## config.mk

```make
export PLATFORM = sky130hd
export DESIGN_NAME = async_tx
export DESIGN_NICKNAME = d
export VERILOG_FILES = /design/src/rtl/async_tx_pkg.sv /design/src/rtl/async_tx_buffer.sv /design/src/rtl/async_tx_serializer.sv /design/src/rtl/async_tx.sv
export SDC_FILE = /design/constraint.sdc
export NUM_CORES = 1
export LEC_CHECK = 0
export BUFFER_PORTS_ARGS = -buffer_cell sky130_fd_sc_hd__buf_4
export CELL_PAD_IN_SITES_DETAIL_PLACEMENT = 0
export CELL_PAD_IN_SITES_GLOBAL_PLACEMENT = 2
export CORE_AREA = 2 2 137 112
export DETAILED_ROUTE_END_ITERATION = 8
export DIE_AREA = 0 0 139 114
export HOLD_SLACK_MARGIN = 0.08
export PLACE_DENSITY_LB_ADDON = 0.2
export SLEW_MARGIN = 30
export SYNTH_ARGS = -nofsm -noshare
export SYNTH_HDL_FRONTEND = slang
export SYNTH_HIERARCHICAL = 1
export SYNTH_SLANG_ARGS = --single-unit
```

## constraint.sdc

```tcl
create_clock -name clk -period 7.6 [get_ports clk]
set_input_delay 0.38 -clock clk [delete_from_list [all_inputs] [get_ports clk]]
set_output_delay 0.38 -clock clk [all_outputs]
set_load 0.1 [all_outputs]
```

## src/rtl/async_tx_pkg.sv

```systemverilog
package async_tx_pkg;

  localparam int CHAR_W = 8;

  typedef enum logic [2:0] {
    ST_IDLE,
    ST_START,
    ST_DATA,
    ST_PAR,
    ST_STOP1,
    ST_STOP2
  } tx_state_e;

  typedef struct packed {
    logic [1:0] wlen;
    logic       par_en;
    logic       even_sel;
    logic       stick;
    logic       two_stop;
  } frame_fmt_t;

  // Index of the last data bit: code 0 -> bit 4 (5 bits) ... code 3 -> bit 7.
  function automatic logic [2:0] last_bit_idx(input logic [1:0] wlen);
    return 3'd4 + {1'b0, wlen};
  endfunction

  // Keeps only the data bits the word-length code selects.
  function automatic logic [CHAR_W-1:0] char_mask(input logic [1:0] wlen);
    return 8'hFF >> (2'd3 - wlen);
  endfunction

  // Parity bit value for one character under a given format.
  function automatic logic parity_of(input logic [CHAR_W-1:0] d, input frame_fmt_t f);
    if (f.stick) return ~f.even_sel;
    return (^(d & char_mask(f.wlen))) ^ ~f.even_sel;
  endfunction

endpackage

```

## src/rtl/async_tx_buffer.sv

```systemverilog
module async_tx_buffer #(
  parameter int DEPTH = 16,
  parameter int WIDTH = 8
) (
  input  logic             clk,
  input  logic             rst_n,
  input  logic             fifo_mode,
  input  logic             wr_valid,
  input  logic [WIDTH-1:0] wr_data,
  input  logic             pop,
  output logic [WIDTH-1:0] rd_data,
  output logic             empty,
  output logic             full
);

  localparam int AW = (DEPTH > 1) ? $clog2(DEPTH) : 1;
  localparam int CW = $clog2(DEPTH + 1);

  logic [WIDTH-1:0] mem [DEPTH];
  logic [AW-1:0]    wp, rp;
  logic [CW-1:0]    count;
  logic [CW-1:0]    cap;
  logic             push, pop_ok;

  function automatic logic [AW-1:0] ptr_next(input logic [AW-1:0] p);
    return (p == AW'(DEPTH - 1)) ? '0 : p + AW'(1);
  endfunction

  assign cap    = fifo_mode ? CW'(DEPTH) : CW'(1);
  assign full   = (count >= cap);
  assign empty  = (count == '0);
  assign push   = wr_valid && !full;
  assign pop_ok = pop && !empty;
  assign rd_data = mem[rp];

  always_ff @(posedge clk) begin
    if (push) mem[wp] <= wr_data;
  end

  always_ff @(posedge clk or negedge rst_n) begin
    if (!rst_n) begin
      wp    <= '0;
      rp    <= '0;
      count <= '0;
    end else begin
      if (push)   wp <= ptr_next(wp);
      if (pop_ok) rp <= ptr_next(rp);
      case ({push, pop_ok})
        2'b10:   count <= count + CW'(1);
        2'b01:   count <= count - CW'(1);
        default: count <= count;
      endcase
    end
  end


  no_overflow_chk: assert property (@(posedge clk) disable iff (!rst_n)
    (wr_valid && full && !pop) |=> (count == $past(count)));


  no_underflow_chk: assert property (@(posedge clk) disable iff (!rst_n)
    pop |-> !empty);

endmodule

```

## src/rtl/async_tx_serializer.sv

```systemverilog
module async_tx_serializer
  import async_tx_pkg::*;
(
  input  logic              clk,
  input  logic              rst_n,
  input  logic              baud_tick,
  input  logic              tx_enable,
  input  logic              send_break,
  input  logic              cts_flow_en,
  input  logic              cts,
  input  frame_fmt_t        fmt,
  input  logic              buf_empty,
  input  logic [CHAR_W-1:0] buf_data,
  output logic              pop,
  output logic              start_evt,
  output logic              frame_active,
  output logic              txd
);

  tx_state_e         st;
  logic [CHAR_W-1:0] shreg;
  logic [2:0]        bitcnt;
  logic              lat_par_en, lat_par, lat_two;
  logic              may_start, at_last_stop;

  assign may_start    = tx_enable && !send_break && !buf_empty && (!cts_flow_en || cts);
  assign at_last_stop = (st == ST_STOP2) || ((st == ST_STOP1) && !lat_two);
  assign start_evt    = baud_tick && may_start && ((st == ST_IDLE) || at_last_stop);
  assign pop          = start_evt;
  assign frame_active = (st != ST_IDLE);

  always_ff @(posedge clk or negedge rst_n) begin
    if (!rst_n) begin
      st         <= ST_IDLE;
      shreg      <= '0;
      bitcnt     <= '0;
      lat_par_en <= 1'b0;
      lat_par    <= 1'b0;
      lat_two    <= 1'b0;
    end else if (baud_tick) begin
      if (start_evt) begin
        st         <= ST_START;
        shreg      <= buf_data;
        bitcnt     <= last_bit_idx(fmt.wlen);
        lat_par_en <= fmt.par_en;
        lat_par    <= parity_of(buf_data, fmt);
        lat_two    <= fmt.two_stop;
      end else begin
        case (st)
          ST_START: st <= ST_DATA;
          ST_DATA: begin
            shreg <= shreg >> 1;
            if (bitcnt == 3'd0) st <= lat_par_en ? ST_PAR : ST_STOP1;
            else                bitcnt <= bitcnt - 3'd1;
          end
          ST_PAR:   st <= ST_STOP1;
          ST_STOP1: st <= lat_two ? ST_STOP2 : ST_IDLE;
          ST_STOP2: st <= ST_IDLE;
          default:  st <= ST_IDLE;
        endcase
      end
    end
  end

  always_comb begin
    case (st)
      ST_IDLE:  txd = ~send_break;
      ST_START: txd = 1'b0;
      ST_DATA:  txd = shreg[0];
      ST_PAR:   txd = lat_par;
      default:  txd = 1'b1;
    endcase
  end


  start_on_tick_chk: assert property (@(posedge clk) disable iff (!rst_n)
    start_evt |-> baud_tick);


  bit_hold_chk: assert property (@(posedge clk) disable iff (!rst_n)
    (!baud_tick && frame_active) |=> $stable(txd));


  no_start_in_break_chk: assert property (@(posedge clk) disable iff (!rst_n)
    start_evt |-> !send_break);


  no_start_disabled_chk: assert property (@(posedge clk) disable iff (!rst_n)
    start_evt |-> tx_enable);


  cts_gate_chk: assert property (@(posedge clk) disable iff (!rst_n)
    (start_evt && cts_flow_en) |-> cts);

endmodule

```

## src/rtl/async_tx.sv

```systemverilog
module async_tx
  import async_tx_pkg::*;
#(
  parameter int DEPTH = 16
) (
  input  logic        clk,
  input  logic        rst_n,
  input  logic        wr_valid,
  input  logic [7:0]  wr_data,
  input  logic        fifo_mode,
  input  logic [1:0]  word_len,
  input  logic        par_en,
  input  logic        even_sel,
  input  logic        stick_par,
  input  logic        two_stop,
  input  logic        send_break,
  input  logic        tx_enable,
  input  logic        cts_flow_en,
  input  logic        cts,
  input  logic        baud_tick,
  output logic        txd,
  output logic        busy,
  output logic        buf_empty,
  output logic        buf_full
);

  frame_fmt_t        fmt;
  logic [CHAR_W-1:0] head_data;
  logic              pop, start_evt, frame_active;

  assign fmt = '{wlen: word_len, par_en: par_en, even_sel: even_sel,
                 stick: stick_par, two_stop: two_stop};

  async_tx_buffer #(.DEPTH(DEPTH), .WIDTH(CHAR_W)) u_buf (
    .clk       (clk),
    .rst_n     (rst_n),
    .fifo_mode (fifo_mode),
    .wr_valid  (wr_valid),
    .wr_data   (wr_data),
    .pop       (pop),
    .rd_data   (head_data),
    .empty     (buf_empty),
    .full      (buf_full)
  );

  async_tx_serializer u_ser (
    .clk          (clk),
    .rst_n        (rst_n),
    .baud_tick    (baud_tick),
    .tx_enable    (tx_enable),
    .send_break   (send_break),
    .cts_flow_en  (cts_flow_en),
    .cts          (cts),
    .fmt          (fmt),
    .buf_empty    (buf_empty),
    .buf_data     (head_data),
    .pop          (pop),
    .start_evt    (start_evt),
    .frame_active (frame_active),
    .txd          (txd)
  );

  assign busy = frame_active || !buf_empty;


  busy_cover_frame_chk: assert property (@(posedge clk) disable iff (!rst_n)
    frame_active |-> busy);


  start_takes_head_chk: assert property (@(posedge clk) disable iff (!rst_n)
    start_evt |-> !buf_empty);

endmodule

```

==> results.yml <==
outcome:
  status: "complete, no violations"
grt:
  grt_max_degree: 54
  grt_pass1_wl_mm: 22.8
  grt_pass1_vias: 3896
  grt_overflow_total: 0
  antenna_found_initial: 0
  track_usage: 0.194
hold_path:
  hold_path.class: "in -> reg"
  min_to: "u_ser/lat_par_en"
  min_from: "par_en"
  hold_path_depth: 3
critical_path:
  worstPathRequired_ps: 7910
  crit_path_max_fanout: 22
  rr_startpoint: "u_buf/count[1]"
  end_kind: "flop"
  crit_chain: "or3_4, or3_4, inv_1, nor3b_1, o211ai_2, inv_2, nand2_4, inv_4, ha_1, ha_1, nor2b_1, o21ai_0, a21oi_1, or3b_1, xnor2_1"
  cp_slowest_stage_delay_ps: 420
  worstSetupStartpointType: "flop"
  cp_slowest_cell: "or3_4"
  critPathKind: "reg -> reg"
  worstPathArrival_ps: 3870
  reg2reg_setup_slack_ps: 4040
  r2r_end: "u_buf/count[4]"
  worstRegToRegCells: 15
  critPathLaunch: "u_buf/count[1]"
die:
  fp.dieH_um: 114
  start_util: 0.479
  die_area_sq_mm: 0.0158
  coreArea_sq_mm: 0.0146
  fp.dieW_um: 139
  ios: 27
  std_cell_rows: 40
timing:
  skew_ps: 8.25
  timing.final.crit_share: 0.468
  rsz0062_at_grt: "false"
  tns_ps: 0
  worst_slew_pin_slew_ps: 952
  setup_ws_ps: 4040
  drv_slew: 0
  setup_violations: 0
  fin_crit_ps: 3560
  hold_violations: 0
  fmax_mhz: 281
  maxSlewHeadroom: 0.363
layout:
  drive_above_1_share: 0.234
  stdcell_count: 690
  nets: 525
  diodes: 0
  n_fill_cell: 1210
  syn_to_final_growth_pct: 14.0
  fin_area_sq_mm: 0.00798
power:
  powerDensity_mw_per_mm2: 367
  p_total_mw: 2.93
  p_leak_nw: 2.87
  peakVddDrop_mv: 0.201
yosys:
  ys_warn_count: 6
  syn-num-nets: 493
  netlist_instances: 456
  postSynthAreaPerCell_sq_um: 15.4
  syn_area_sq_mm: 0.00700
place:
  gp_congestion: 0.754
  dpl_worst_slack_ps: 4040
  io_buffer_count: 26
  postPlaceCellArea_sq_mm: 0.00737
  dp_cells: 657
  hpwl_mm: 9.26
cts:
  path_clk_slew_ps: 60
  htreeDepth: 4
  numCtsBuffers: 17
  clock_path_buffers: 2
  clk_latency_ps: 420
  clkSinkCount: 158
  root_buffer: "clkbuf_16"
  postCtsResizedCells: 0
  cts_tree: "done"
detailed_routing:
  drtIter0Drc: 265
  drt_wl_total_mm: 14.2
  vias: 3875
  route.detailed.drc: 0
  drt_pass1_iterations: 5
  vias_per_cell: 5.62
  antenna_left: 0
  wl_per_cell_um: 20.6
job:
  max-cap-violations: 0
[state kept, by name, indices dropped and copies added, names as in the netlist]
name              count
u_ser/bitcnt          3
u_ser/st              3
u_buf/mem           128
u_ser/lat_par_en      1
u_buf/count           5
u_ser/lat_par         1
u_ser/lat_two         1
u_buf/wp              4
u_buf/rp              4
u_ser/shreg           8
[worst max path at each step]
stage	endpoint	slack [ps]	cells past startpoint
after floorplan	u_buf/count[4]	3650	16
after global placement	u_buf/count[4]	4050	15
after detailed placement	u_buf/count[4]	4040	15
after CTS	u_buf/count[4]	4020	15
after global routing	u_buf/count[4]	3810	15
final	u_buf/count[4]	4040	15
[metal layers]
metal  share of wire  routed length, um  GRT usage
met5               0                  0          0
met3           0.047                673     0.0495
met4          0.0062                 88     0.0364
met1            0.50               7140      0.293
met2            0.44               6290      0.288
[per-stage QoR]
| stage | hold slack [ps] | utilization |
|---|---|---|
| finish | 165 | 0.546 |
| global route | 168 | 0.546 |
| CTS | 153 | 0.546 |
| detailed placement | 346 | 0.505 |
| global placement | 343 | 0.504 |
| floorplan | 84.4 | - |
[layout by cell type (no fill, tap or decap), drive strengths merged, types with 13 or more instances in the layout]
master  instances
mux4           16
inv            16
ha             13
dfrtp          30
clkbuf         17
o21ai          40
nand2          37
mux2i          32
buf            34
edfxtp        128
a21oi          14
[area by class of cell]
| type | count | area, sq um | area share |
|---|---|---|---|
| multi-input combinational | 262 | 2230 | 0.280 |
| inverter | 14 | 55.1 | 0.00690 |
| clock buffer | 17 | 425 | 0.0533 |
| timing repair buffer | 35 | 265 | 0.0332 |
| clock inverter | 15 | 170 | 0.0213 |
| sequential | 158 | 4600 | 0.576 |
| tap | 189 | 236 | 0.0296 |
[where the power goes]
| group | total, mW | switching, mW | internal (mW) |
|---|---|---|---|
| Clock | 0.857 | 0.342 | 0.515 |
| Combinational | 0.915 | 0.524 | 0.391 |
| Sequential | 1.16 | 0.113 | 1.05 |
| Total | 2.93 | 0.979 | 1.95 |
[timing repair]
item | CTS | global route
hold endpoints to repair | 30 | 0
setup endpoints to repair | 0 | 0
hold buffers | 1 | 0
buffers inserted | 0 | 0
[worst max-delay path: cells and delay by family, from the launching register on]
kind / cells / cell delay [ps]
simple gates: 6 / 1500
fa+ha+maj: 2 / 560
compound gates: 3 / 450
flops: 1 / 410
buf+inv: 3 / 400
xor+xnor: 1 / 130
Note: power is estimated with default switching activity, not from simulation.
